**src/rtl/rirq_pkg.sv**
```systemverilog
package rirq_pkg;
  localparam int NSRC   = 5;
  localparam int MODE_W = 2;

  localparam int SRC_PAL  = 0;
  localparam int SRC_DONE = 1;
  localparam int SRC_EOF0 = 2;
  localparam int SRC_EOF1 = 3;
  localparam int SRC_BIAS = 4;

  typedef enum logic [MODE_W-1:0] {
    PM_PAL_DATA  = 2'd0,
    PM_PAL_ONLY  = 2'd1,
    PM_DATA_ONLY = 2'd2,
    PM_SPARE     = 2'd3
  } pal_mode_e;

  // A source whose bit is cleared by a masked write of zero
  function automatic logic wr_clearable(input int src, input logic [MODE_W-1:0] mode);
    logic r;
    case (src)
      SRC_PAL:  r = (mode != PM_PAL_ONLY);
      SRC_DONE: r = 1'b0;
      default:  r = 1'b1;
    endcase
    return r;
  endfunction

  // A source whose bit is cleared while the raster engine is off
  function automatic logic off_clearable(input int src, input logic [MODE_W-1:0] mode);
    logic r;
    case (src)
      SRC_PAL:  r = (mode == PM_PAL_ONLY);
      SRC_DONE: r = 1'b1;
      default:  r = 1'b0;
    endcase
    return r;
  endfunction

  function automatic logic irq_any(input logic [NSRC-1:0] st, input logic [NSRC-1:0] en);
    return |(st & en);
  endfunction
endpackage

```
**src/rtl/rirq_clear_policy.sv**
```systemverilog
module rirq_clear_policy
  import rirq_pkg::*;
#(
  parameter int N = NSRC
) (
  input  logic [MODE_W-1:0] pal_mode,
  input  logic              raster_en,
  input  logic              wr_en,
  input  logic [N-1:0]      wr_mask,
  input  logic [N-1:0]      wr_data,
  output logic [N-1:0]      wr_clr,
  output logic [N-1:0]      off_clr
);
  for (genvar gi = 0; gi < N; gi++) begin : g_src
    assign wr_clr[gi]  = wr_en && wr_mask[gi] && !wr_data[gi] && wr_clearable(gi, pal_mode);
    assign off_clr[gi] = !raster_en && off_clearable(gi, pal_mode);
  end
endmodule

```
**src/rtl/rirq_status_bit.sv**
```systemverilog
module rirq_status_bit (
  input  logic clk,
  input  logic rst,
  input  logic set,
  input  logic clr,
  output logic q
);
  always_ff @(posedge clk) begin
    if (rst)      q <= 1'b0;
    else if (set) q <= 1'b1;
    else if (clr) q <= 1'b0;
  end
endmodule

```
**src/rtl/rirq_irq_merge.sv**
```systemverilog
module rirq_irq_merge
  import rirq_pkg::*;
#(
  parameter int N = NSRC
) (
  input  logic         clk,
  input  logic         rst,
  input  logic [N-1:0] status,
  input  logic [N-1:0] src_en,
  output logic [N-1:0] en_q,
  output logic         irq
);
  always_ff @(posedge clk) begin
    if (rst) begin
      en_q <= '0;
      irq  <= 1'b0;
    end else begin
      en_q <= src_en;
      irq  <= irq_any(status, en_q);
    end
  end
endmodule

```
**src/rtl/raster_irq_status.sv**
```systemverilog
module raster_irq_status
  import rirq_pkg::*;
(
  input  logic              clk,
  input  logic              rst,
  input  logic              raster_en,
  input  logic [MODE_W-1:0] pal_mode,
  input  logic [NSRC-1:0]   src_en,
  input  logic              ev_pal_loaded,
  input  logic              ev_frame_done,
  input  logic              ev_eof0,
  input  logic              ev_eof1,
  input  logic              ev_bias,
  input  logic              wr_en,
  input  logic [NSRC-1:0]   wr_mask,
  input  logic [NSRC-1:0]   wr_data,
  output logic [NSRC-1:0]   status,
  output logic              irq
);
  logic [NSRC-1:0] ev_vec;
  logic [NSRC-1:0] wr_set;
  logic [NSRC-1:0] set_vec;
  logic [NSRC-1:0] wr_clr;
  logic [NSRC-1:0] off_clr;
  logic [NSRC-1:0] clr_vec;
  logic [NSRC-1:0] en_q;

  always_comb begin
    ev_vec           = '0;
    ev_vec[SRC_PAL]  = ev_pal_loaded;
    ev_vec[SRC_DONE] = ev_frame_done;
    ev_vec[SRC_EOF0] = ev_eof0;
    ev_vec[SRC_EOF1] = ev_eof1;
    ev_vec[SRC_BIAS] = ev_bias;
  end

  assign wr_set  = wr_en ? (wr_mask & wr_data) : '0;
  assign set_vec = ev_vec | wr_set;
  assign clr_vec = wr_clr | off_clr;

  rirq_clear_policy #(.N(NSRC)) u_policy (
    .pal_mode  (pal_mode),
    .raster_en (raster_en),
    .wr_en     (wr_en),
    .wr_mask   (wr_mask),
    .wr_data   (wr_data),
    .wr_clr    (wr_clr),
    .off_clr   (off_clr)
  );

  for (genvar gi = 0; gi < NSRC; gi++) begin : g_bit
    rirq_status_bit u_bit (
      .clk (clk),
      .rst (rst),
      .set (set_vec[gi]),
      .clr (clr_vec[gi]),
      .q   (status[gi])
    );
  end

  rirq_irq_merge #(.N(NSRC)) u_merge (
    .clk    (clk),
    .rst    (rst),
    .status (status),
    .src_en (src_en),
    .en_q   (en_q),
    .irq    (irq)
  );
endmodule

```
**config.mk**
```make
export PLATFORM = sky130hd
export DESIGN_NAME = raster_irq_status
export DESIGN_NICKNAME = d
export VERILOG_FILES = /design/src/rtl/rirq_pkg.sv /design/src/rtl/rirq_clear_policy.sv /design/src/rtl/rirq_status_bit.sv /design/src/rtl/rirq_irq_merge.sv /design/src/rtl/raster_irq_status.sv
export SDC_FILE = /design/constraint.sdc
export NUM_CORES = 1
export LEC_CHECK = 0
export ABC_AREA = 1
export BUFFER_PORTS_ARGS = -buffer_cell sky130_fd_sc_hd__buf_2
export CAP_MARGIN = 15
export CORE_AREA = 2 2 39 41
export CTS_CLUSTER_DIAMETER = 200
export CTS_CLUSTER_SIZE = 14
export DETAILED_ROUTE_END_ITERATION = 8
export DIE_AREA = 0 0 41 43
export MAX_ROUTING_LAYER = met4
export PLACE_DENSITY = 0.72
export SYNTH_ARGS = -nofsm -noshare
export SYNTH_HDL_FRONTEND = slang
export SYNTH_SLANG_ARGS = --single-unit
```
**constraint.sdc**
```tcl
create_clock -name clk -period 1.3 [get_ports clk]
set_clock_uncertainty 0.1 [all_clocks]
set_input_delay 0 -clock clk [delete_from_list [all_inputs] [get_ports clk]]
set_output_delay 0 -clock clk [all_outputs]
set_load 0.01 [all_outputs]
```
==> results_dict.tcl, run 1 <==
set metrics [dict create \
    outcome "complete, but fails checks" \
    violations "hold timing" \
    clock.fmax_mhz 800 \
    synth_top_family_by_area "simple AND/OR/NAND/NOR gates" \
    slew_headroom_pct 88.9 \
    core_um2 1380 \
    cpMostUsedCell "dlygate4sd3_1" \
    crit_arrival_ns 1.36 \
    min_period_ns 1.25 \
    slew_viol_final 0 \
    critPathMaxStageDelay_ns 0.55 \
    grtUsageMet1_pct 17.9 \
    drive_gt1_share_pct 33.1 \
    crit_fanout 9 \
    critical_path_buf_inv_count 3 \
    cp.required_ns 1.41 \
    wl_per_cell_um 10.1 \
    ioPinCount 32 \
    period_share_pct 96.2 \
    cts_max_level 1 \
    reg2reg_depth 3 \
    netlist_area_um2 494 \
    port-buffer-count 31 \
    met2_usage_pct 32.8 \
    power_density_nw_per_um2 848 \
    vias 586 \
    numCtsBuffers 3 \
    synthMuxAreaShare_pct 0 \
    routed_wl_mm 1.38 \
    n_antenna_cell 0 \
    total_leakage_power_uw 0.000500 \
    avgSynthCellArea_um2 7.38 \
    critPathLaunchType "primary input" \
    most-common-layout-cells "buf_2, dlygate4sd3_1, inv_1, nand2_1, dfxtp_1" \
    ant_nets 0 \
    path_depth 4 \
    first_pass_iters 4 \
    ir_worst_vdd_mv 0.564 \
    path_clk_slew_ns 0.07 \
    synthXorXnorAreaFrac_pct 0 \
    synth_compound_area_share_pct 13.9 \
    grt_max_degree 10 \
    clk_latency_ns 0.27 \
    finalHoldViolations 2 \
    critPathCaptureType "register" \
    worstHoldStart "wr_en" \
    dp_hpwl_um 784 \
    ys_seq_area_share_pct 44.6 \
    drt_iter0_markers 15 \
    cap_violations 0 \
    grt_pass1_wl_mm 2.12 \
    grt_busiest_layer "met2" \
    place.gp.congestion 0.700 \
    use_met3_pct 6.28 \
    overflow 0 \
    worst_slack_ns 0.0497 \
    path_class "in2reg" \
    antenna_found_initial 0 \
    placed_area_um2 628 \
    synth-seq-cells 11 \
    crit_family "buffers and inverters" \
    rsz0062_at_grt "false" \
    cpMaxStageDelayCell "dlygate4sd3_1" \
    crit_chain "dlygate4sd3_1 > buf_6 > nor2_2 > dlygate4sd3_1" \
    min_path_cells 3 \
    final_cell_area_um2 917 \
    track_usage_pct 19.0 \
    final_nets 148 \
    clock-sinks 11 \
    tritoncts "done" \
    syn_nets 93 \
    chipWidth_um 41 \
    dieArea_um2 1760 \
    rr_startpoint "g_bit[3].u_bit.q" \
    setup.worst_path.start "rst" \
    synthCells 67 \
    pre_cts_slack_ns 0.419 \
    start_util_pct 35.7 \
    worst_pin_slew_ns 0.165 \
    synthAdderAreaFrac_pct 0 \
    syn_to_final_growth_pct 85.6 \
    final_common_cell "buf_2" \
    fin_setup_tns_ns 0 \
    die_h_um 43 \
    clockBufferDepth 2 \
    whs_ns -0.0401 \
    setup_viol 0 \
    synth_cell_types 15 \
    drcViolationCount 0 \
    cts_root_buf "clkbuf_4" \
    hold_path_class "in2reg" \
    via_per_inst 4.28 \
    ys_warn_count 0 \
    grt_pass1_vias 540 \
    std_cell_rows 14 \
    synth-simple-area-share_pct 22.5 \
]
## power breakdown
part	leakage [uW]	total, uW	internal [uW]	switching, uW
clock network	0.0000150	227	119	108
logic	0.000393	180	111	68.8
registers	0.0000921	371	360	10.8
## through the flow
| stage | total power, uW | utilization (%) | instances |
|---|---|---|---|
| final | 778 | 66.3 | 137 |
| after global routing | 819 | 66.3 | 137 |
| after CTS | 778 | 65.4 | 137 |
| after detailed placement | 494 | 45.4 | 108 |
| after global placement | 491 | 45.4 | 108 |
| after floorplan | 446 | - | 67 |
## cell usage after synthesis (all sizes together)
master  instances  area, um^2
a21oi           3        18.8
inv            14        52.6
o21bai          1        11.3
dfxtp          11         220
a22o            1        8.76
buf             5        37.5
nand3b          1        7.51
clkbuf          1        3.75
o21ai           3        15.0
nor2            8        30.0
nand2          11        43.8
a21boi          2        15.0
nand3           6        30.0
## metal layers
metal | wire length [um] | part of all wire, %
met1 | 500 | 36
met4 | 16 | 1.2
met2 | 801 | 58
met5 | 0 | 0
met3 | 61 | 4.4
## logic make-up (layout without fill, tap and decap cells)
logic type             after synthesis  after routing
flip-flops                          11             11
AND/OR/NAND/NOR                     26             26
AO/OA/AOI/OAI                       10             10
buffers and inverters               20             74
## registers in the layout, summed over array words and instances (netlist names)
| register | cells |
|---|---|
| g_bit.u_bit.q | 5 |
| u_merge.en_q | 5 |
| u_merge.irq | 1 |
## area by class of cell
| type | count | area (um^2) |
|---|---|---|
| well taps | 16 | 20.0 |
| clock buffers | 4 | 26.3 |
| fillers | 120 | 467 |
| inverters | 14 | 52.6 |
| multi-input cells | 36 | 185 |
| flip-flops and latches | 11 | 221 |
| repair buffers | 56 | 412 |
## worst register-to-register path, stage by stage (launching register included)
cell	delay, ns
dfxtp_1	0.33
a21boi_0	0.12
o21ai_0	0.19
inv_1	0.06
## final timing paths
| path | to | slack (ns) |
|---|---|---|
| worst min-delay path | g_bit[1].u_bit.q | -0.04 |
| worst max register to register | g_bit[3].u_bit.q | 0.40 |
| worst min register to register | g_bit[0].u_bit.q | 0.40 |
| worst max-delay path | u_merge.en_q[0] | 0.05 |
## repair_timing
item / CTS / global route
resized for setup: 0 / 6
hold endpoints to repair: 11 / 2
setup buffers: 0 / 0
hold buffers: 25 / 2
setup endpoints to repair: 0 / 7
No activity file was read; power rests on OpenSTA's default activity.
==> run 2: changes to the inputs <==
- PLACE_DENSITY: 0.72 -> 0.78
- SYNTH_HIERARCHICAL: not set -> 1
==> run 2 against run 1 <==
Compared with the run above: the run now ends clean; first-iteration DRC count down 60%; combinational power about the same; fmax fell by 0.22%; register-to-register slack improved by 0.03 ns; via count rose by 12%; non-clock buffer count is 7 lower; synthesized area up 16%; final cell count rose by 14%; design area is 2.2% higher; hold slack better by 0.043 ns; sequential cell count is the same; die area did not move; critical path type unchanged; critical endpoint is now u_merge/en_q[0].
==> results_dict.tcl, run 2 <==
set metrics [dict create \
    outcome "finished clean" \
    power_density_nw_per_um2 831 \
    synth.most_common_cell "inv_1" \
    syn_to_final_growth_pct 63.2 \
    fin_setup_tns_ns 0 \
    clockBufferDepth 2 \
    synthFlopType "dfxtp_1" \
    clkPwrFrac_pct 29.2 \
    period_share_pct 96.4 \
    power_uw 779 \
    grt_max_degree 10 \
    grt_pass1_wl_mm 2.39 \
    ant_nets 0 \
    chipWidth_um 41 \
    cap_violations 0 \
    fill_cells 111 \
    synth_enable_flop_cells 0 \
    cp.required_ns 1.35 \
    power.share.sequential_pct 47.6 \
    cts_max_level 1 \
    synthTopCellsByArea "dfxtp_1, inv_1, nand2_1" \
    crit_chain "dlygate4sd3_1 > buf_2 > inv_1 > nor2_1 > dlygate4sd3_1" \
    cpMaxStageDelayCell "dlygate4sd3_1" \
    ioPinCount 32 \
    drive_gt1_share_pct 28.6 \
    final_nets 167 \
    die_h_um 43 \
    via_per_inst 4.21 \
    avgSynthCellArea_um2 6.53 \
    final_cell_area_um2 937 \
    async_flop_share_pct 0 \
    critPathCaptureType "register" \
    wl_per_cell_um 9.48 \
    numCtsBuffers 3 \
    synth_cell_types 11 \
    first_pass_iters 4 \
    switchingPower_uw 200 \
    place.gp.congestion 0.692 \
    p_int_uw 579 \
    r2r_setup_slack_ns 0.43 \
    switching_share_pct 25.7 \
    netlist_area_um2 574 \
    hold_path_class "in2reg" \
    synthCells 88 \
    critPathMaxStageDelay_ns 0.56 \
    top_regs "g_bit.u_bit/q x5, u_merge/en_q x5, u_merge/irq x1" \
    core_um2 1380 \
    rsz0062_at_grt "false" \
    whs_ns 0.00305 \
    finalHoldViolations 0 \
    ir_worst_vdd_mv 0.406 \
    clock-sinks 11 \
    std_cell_rows 14 \
    ys_seq_area_share_pct 38.3 \
    port-buffer-count 31 \
    synth_top_cell_by_area "dfxtp_1" \
    synth-seq-cells 11 \
    clock.fmax_mhz 798 \
    slew_viol_final 0 \
    antenna_found_initial 0 \
    tritoncts "done" \
    start_util_pct 41.5 \
    synth_common_cells "inv_1, nand2_1, nor2_1, dfxtp_1, nand3_1" \
    crit_fanout 1 \
    grt_busiest_layer "met2" \
    min_period_ns 1.25 \
    final_common_cell "buf_2" \
    cts-resized-gates 0 \
    overflow 0 \
    n_antenna_cell 0 \
    cpMostUsedCell "dlygate4sd3_1" \
    routed_wl_mm 1.48 \
    setup_viol 0 \
    crit_arrival_ns 1.30 \
    grtUsageMet1_pct 20.4 \
    clk_latency_ns 0.26 \
    ys_warn_count 6 \
    drcViolationCount 0 \
    vias 656 \
    drt_iter0_markers 6 \
    path_clk_slew_ns 0.07 \
    dp_hpwl_um 830 \
    met2_usage_pct 33.8 \
    track_usage_pct 19.9 \
    critPathLaunchType "primary input" \
    grt_pass1_vias 646 \
    use_met3_pct 2.62 \
    placed_area_um2 731 \
    cts_root_buf "clkbuf_4" \
    combPwrFrac_pct 23.2 \
    most-common-layout-cells "buf_2, inv_1, nand2_1, dlygate4sd3_1, nor2_1" \
    dieArea_um2 1760 \
    synth_top_area_share_pct 38.3 \
    path_class "in2reg" \
    total_leakage_power_uw 0.000557 \
]
==> run 2: stage by stage <==
stage	instances	utilization [%]	setup slack (ns)
after global placement	134	52.8	0.479
final	156	67.7	0.0469
after detailed placement	134	52.8	0.451
after CTS	156	67.7	0.0875
after global routing	156	67.7	0.0356
after floorplan	91	-	0.514
==> run 2: timing repair <==
| action | 4_1_cts | 5_1_grt |
|---|---|---|
| endpoints found under the hold margin | 11 | 0 |
| hold buffers | 18 | 0 |
| buffers inserted | 0 | 0 |
==> run 2: worst paths after layout <==
path	startpoint	endpoint	cells past startpoint
worst max-delay path	src_en[0]	u_merge/en_q[0]	5
worst min-delay path	wr_mask[4]	g_bit[4].u_bit/q	5
worst max register to register	g_bit[0].u_bit/q	u_merge/irq	4
worst min register to register	g_bit[1].u_bit/q	g_bit[1].u_bit/q	2
==> run 2: kinds of logic (layout without fill, tap and decap cells) <==
kind of cell / after synthesis / in the layout / share of synthesized area [%]
compound gates: 5 / 5 / 7.62
buf+inv: 27 / 76 / 20.3
flops: 11 / 11 / 38.3
other cells: 1 / 4 / 0.653
simple gates: 44 / 44 / 33.1
==> run 2: power groups by stage <==
stage               clock [uW]  sequential (uW)  combinational, uW
global route               253              373                202
CTS                        232              371                175
global placement             0              377                129
detailed placement           0              378                133
finish                     228              371                180
floorplan                    0              383               66.8
==> run 2: cell type report <==
class | instances | area (um^2) | share of cell area, %
Timing Repair Buffer | 49 | 335 | 35.8
Multi-Input combinational cell | 53 | 249 | 26.6
Sequential cell | 11 | 220 | 23.5
Inverter | 23 | 86.3 | 9.21
Clock buffer | 4 | 26.3 | 2.80
Tap cell | 16 | 20.0 | 2.14
==> run 2: layer usage <==
metal  vias to the layer above  wire length (um)
li1                        350                 -
met2                        17               819
met1                       287               595
met4                         0                16
met3                         2                46
met5                         -                 0
==> run 2: worst max-delay path, delay by kind of cell <==
family / cells / cell delay [ns]
buffers and inverters: 4 / 1.26
and+or+nand+nor: 1 / 0.03
==> run 3: changes to the inputs <==
- CORE_AREA: 2 2 39 41 -> not set
- CORE_ASPECT_RATIO: not set -> 1.1
- CORE_MARGIN: not set -> 1.5
- CORE_UTILIZATION: not set -> 37
- DIE_AREA: 0 0 41 43 -> not set
- PLACE_DENSITY: 0.78 -> 0.71
- clock period: 1.3 -> 1.1 ns (I/O delays scaled with it)
==> run 3 against run 2 <==
Compared with the run above: combinational power grew 7%; count of clock-buffer cells in the layout is the same; non-clock buffer count shrank 6; sequential cell count is the same; sequential power grew 18%; core utilization shrank 5.1 points; clock power grew 16%; power grew 15%; critical path depth grew 2; hold slack gained 0.0031 ns; via count shrank 1.2%; final cell count shrank 3.8%.
==> results_dict.tcl, run 3 (same netlist as run 2, synthesis figures left out) <==
set metrics [dict create \
    grt_pass1_wl_mm 2.08 \
    grt_max_degree 12 \
    path_clk_slew_ns 0.07 \
    die_h_um 44.3 \
    reg2reg_depth 4 \
    start_util_pct 41.0 \
    clkPwrFrac_pct 29.6 \
    final_common_cell "buf_2" \
    seqCellArea_um2 220 \
    cap_violations 0 \
    via_per_inst 4.32 \
    slew_viol_final 0 \
    crit_fanout 2 \
    dp_hpwl_um 950 \
    critPathCaptureType "register" \
    clock.fmax_mhz 979 \
    port-buffer-count 31 \
    numCtsBuffers 3 \
    place.gp.congestion 0.766 \
    cts_hold_buf 12 \
    finalHoldViolations 0 \
    clk_latency_ns 0.26 \
    p_int_uw 670 \
    core_um2 1400 \
    wl_per_cell_um 8.33 \
    switching_share_pct 25.2 \
    antenna_found_initial 0 \
    rr_startpoint "g_bit[2].u_bit/q" \
    vias 648 \
    power_uw 895 \
    hold_path_class "in2reg" \
    power.share.sequential_pct 48.9 \
    top_regs "g_bit.u_bit/q x5, u_merge/en_q x5, u_merge/irq x1" \
    first_pass_iters 4 \
    path_class "in2reg" \
    track_usage_pct 17.1 \
    final_nets 161 \
    drt_iter0_markers 6 \
    tritoncts "done" \
    ir_worst_vdd_mv 0.544 \
    dieArea_um2 1800 \
    postCtsSetupBuffers 0 \
    ioPinCount 32 \
    cp.required_ns 1.20 \
    period_share_pct 92.8 \
    rsz0062_at_grt "false" \
    drive_gt1_share_pct 29.9 \
    crit_arrival_ns 1.12 \
    outcome "finished clean" \
    cts-resized-gates 0 \
    grt_pass1_vias 569 \
    worst_slack_ns 0.0787 \
    combPwrFrac_pct 21.4 \
    switchingPower_uw 225 \
    worstHoldStart "wr_mask[2]" \
    fin_setup_tns_ns 0 \
    setup_viol 0 \
    cts_root_buf "clkbuf_4" \
    chipWidth_um 40.6 \
    most-common-layout-cells "buf_2, inv_1, nand2_1, dlygate4sd3_1, nor2_1" \
    syn_to_final_growth_pct 52.7 \
    routed_wl_mm 1.25 \
    clock-sinks 11 \
    power_density_nw_per_um2 1020 \
    pre_cts_slack_ns 0.233 \
    r2r_setup_slack_ns 0.30 \
    critPathLaunchType "primary input" \
    whs_endpoint "g_bit[2].u_bit/q" \
    clockBufferDepth 2 \
    std_cell_rows 14 \
    multi_input_area_um2 249 \
    min_period_ns 1.02 \
    n_antenna_cell 0 \
    ant_nets 0 \
    rr_endpoint "u_merge/irq" \
    min_path_cells 5 \
    total_leakage_power_uw 0.000525 \
    overflow 0 \
    cts_max_level 1 \
    fill_cells 142 \
    drcViolationCount 0 \
]
==> run 3: routing by layer <==
| layer | global-route usage, % | share of wire (%) |
|---|---|---|
| met5 | - | 0 |
| met4 | 6.00 | 0 |
| met3 | 1.51 | 2.6 |
| met2 | 31.4 | 59 |
| met1 | 18.0 | 38 |
==> run 3: layout make-up <==
type | instances | area share, %
clock buffers | 4 | 3.00
inverters | 23 | 9.84
multi-input cells | 53 | 28.4
flip-flops and latches | 11 | 25.1
well taps | 16 | 2.28
repair buffers | 43 | 31.4
==> run 3: critical path, cell delays in order <==
cell	delay, ns
dlygate4sd3_1	0.53
buf_2	0.11
nor2_1	0.04
or2_1	0.19
inv_1	0.06
nand2_1	0.06
a21oi_2	0.12
==> run 3: worst max path at each step <==
stage                     startpoint                to  slack, ns  cells past startpoint
floorplan           g_bit[3].u_bit/q       u_merge/irq       0.31                      4
global placement               wr_en  g_bit[0].u_bit/q       0.28                      7
detailed placement             wr_en  g_bit[0].u_bit/q       0.23                      7
CTS                       wr_data[3]  g_bit[3].u_bit/q       0.11                      7
global route              wr_data[3]  g_bit[3].u_bit/q       0.05                      7
finish                    wr_data[3]  g_bit[3].u_bit/q       0.08                      7
==> run 3: power groups by stage <==
stage | sequential, uW | combinational, uW | clock (uW)
final | 438 | 192 | 265
after floorplan | 453 | 78.9 | 0
after CTS | 438 | 192 | 274
after detailed placement | 448 | 159 | 0
after global placement | 446 | 153 | 0
after global routing | 442 | 218 | 294
==> run 3: through the flow <==
stage	std cells	instance area, um^2	hold slack [ns]	utilization (%)
6_report	150	877	0.00618	62.6
5_1_grt	150	877	0.0124	62.6
4_1_cts	150	877	0.00297	62.6
3_5_place_dp	134	731	0.110	52.1
3_3_place_gp	134	731	0.100	52.1
2_1_floorplan	91	586	-0.0376	-
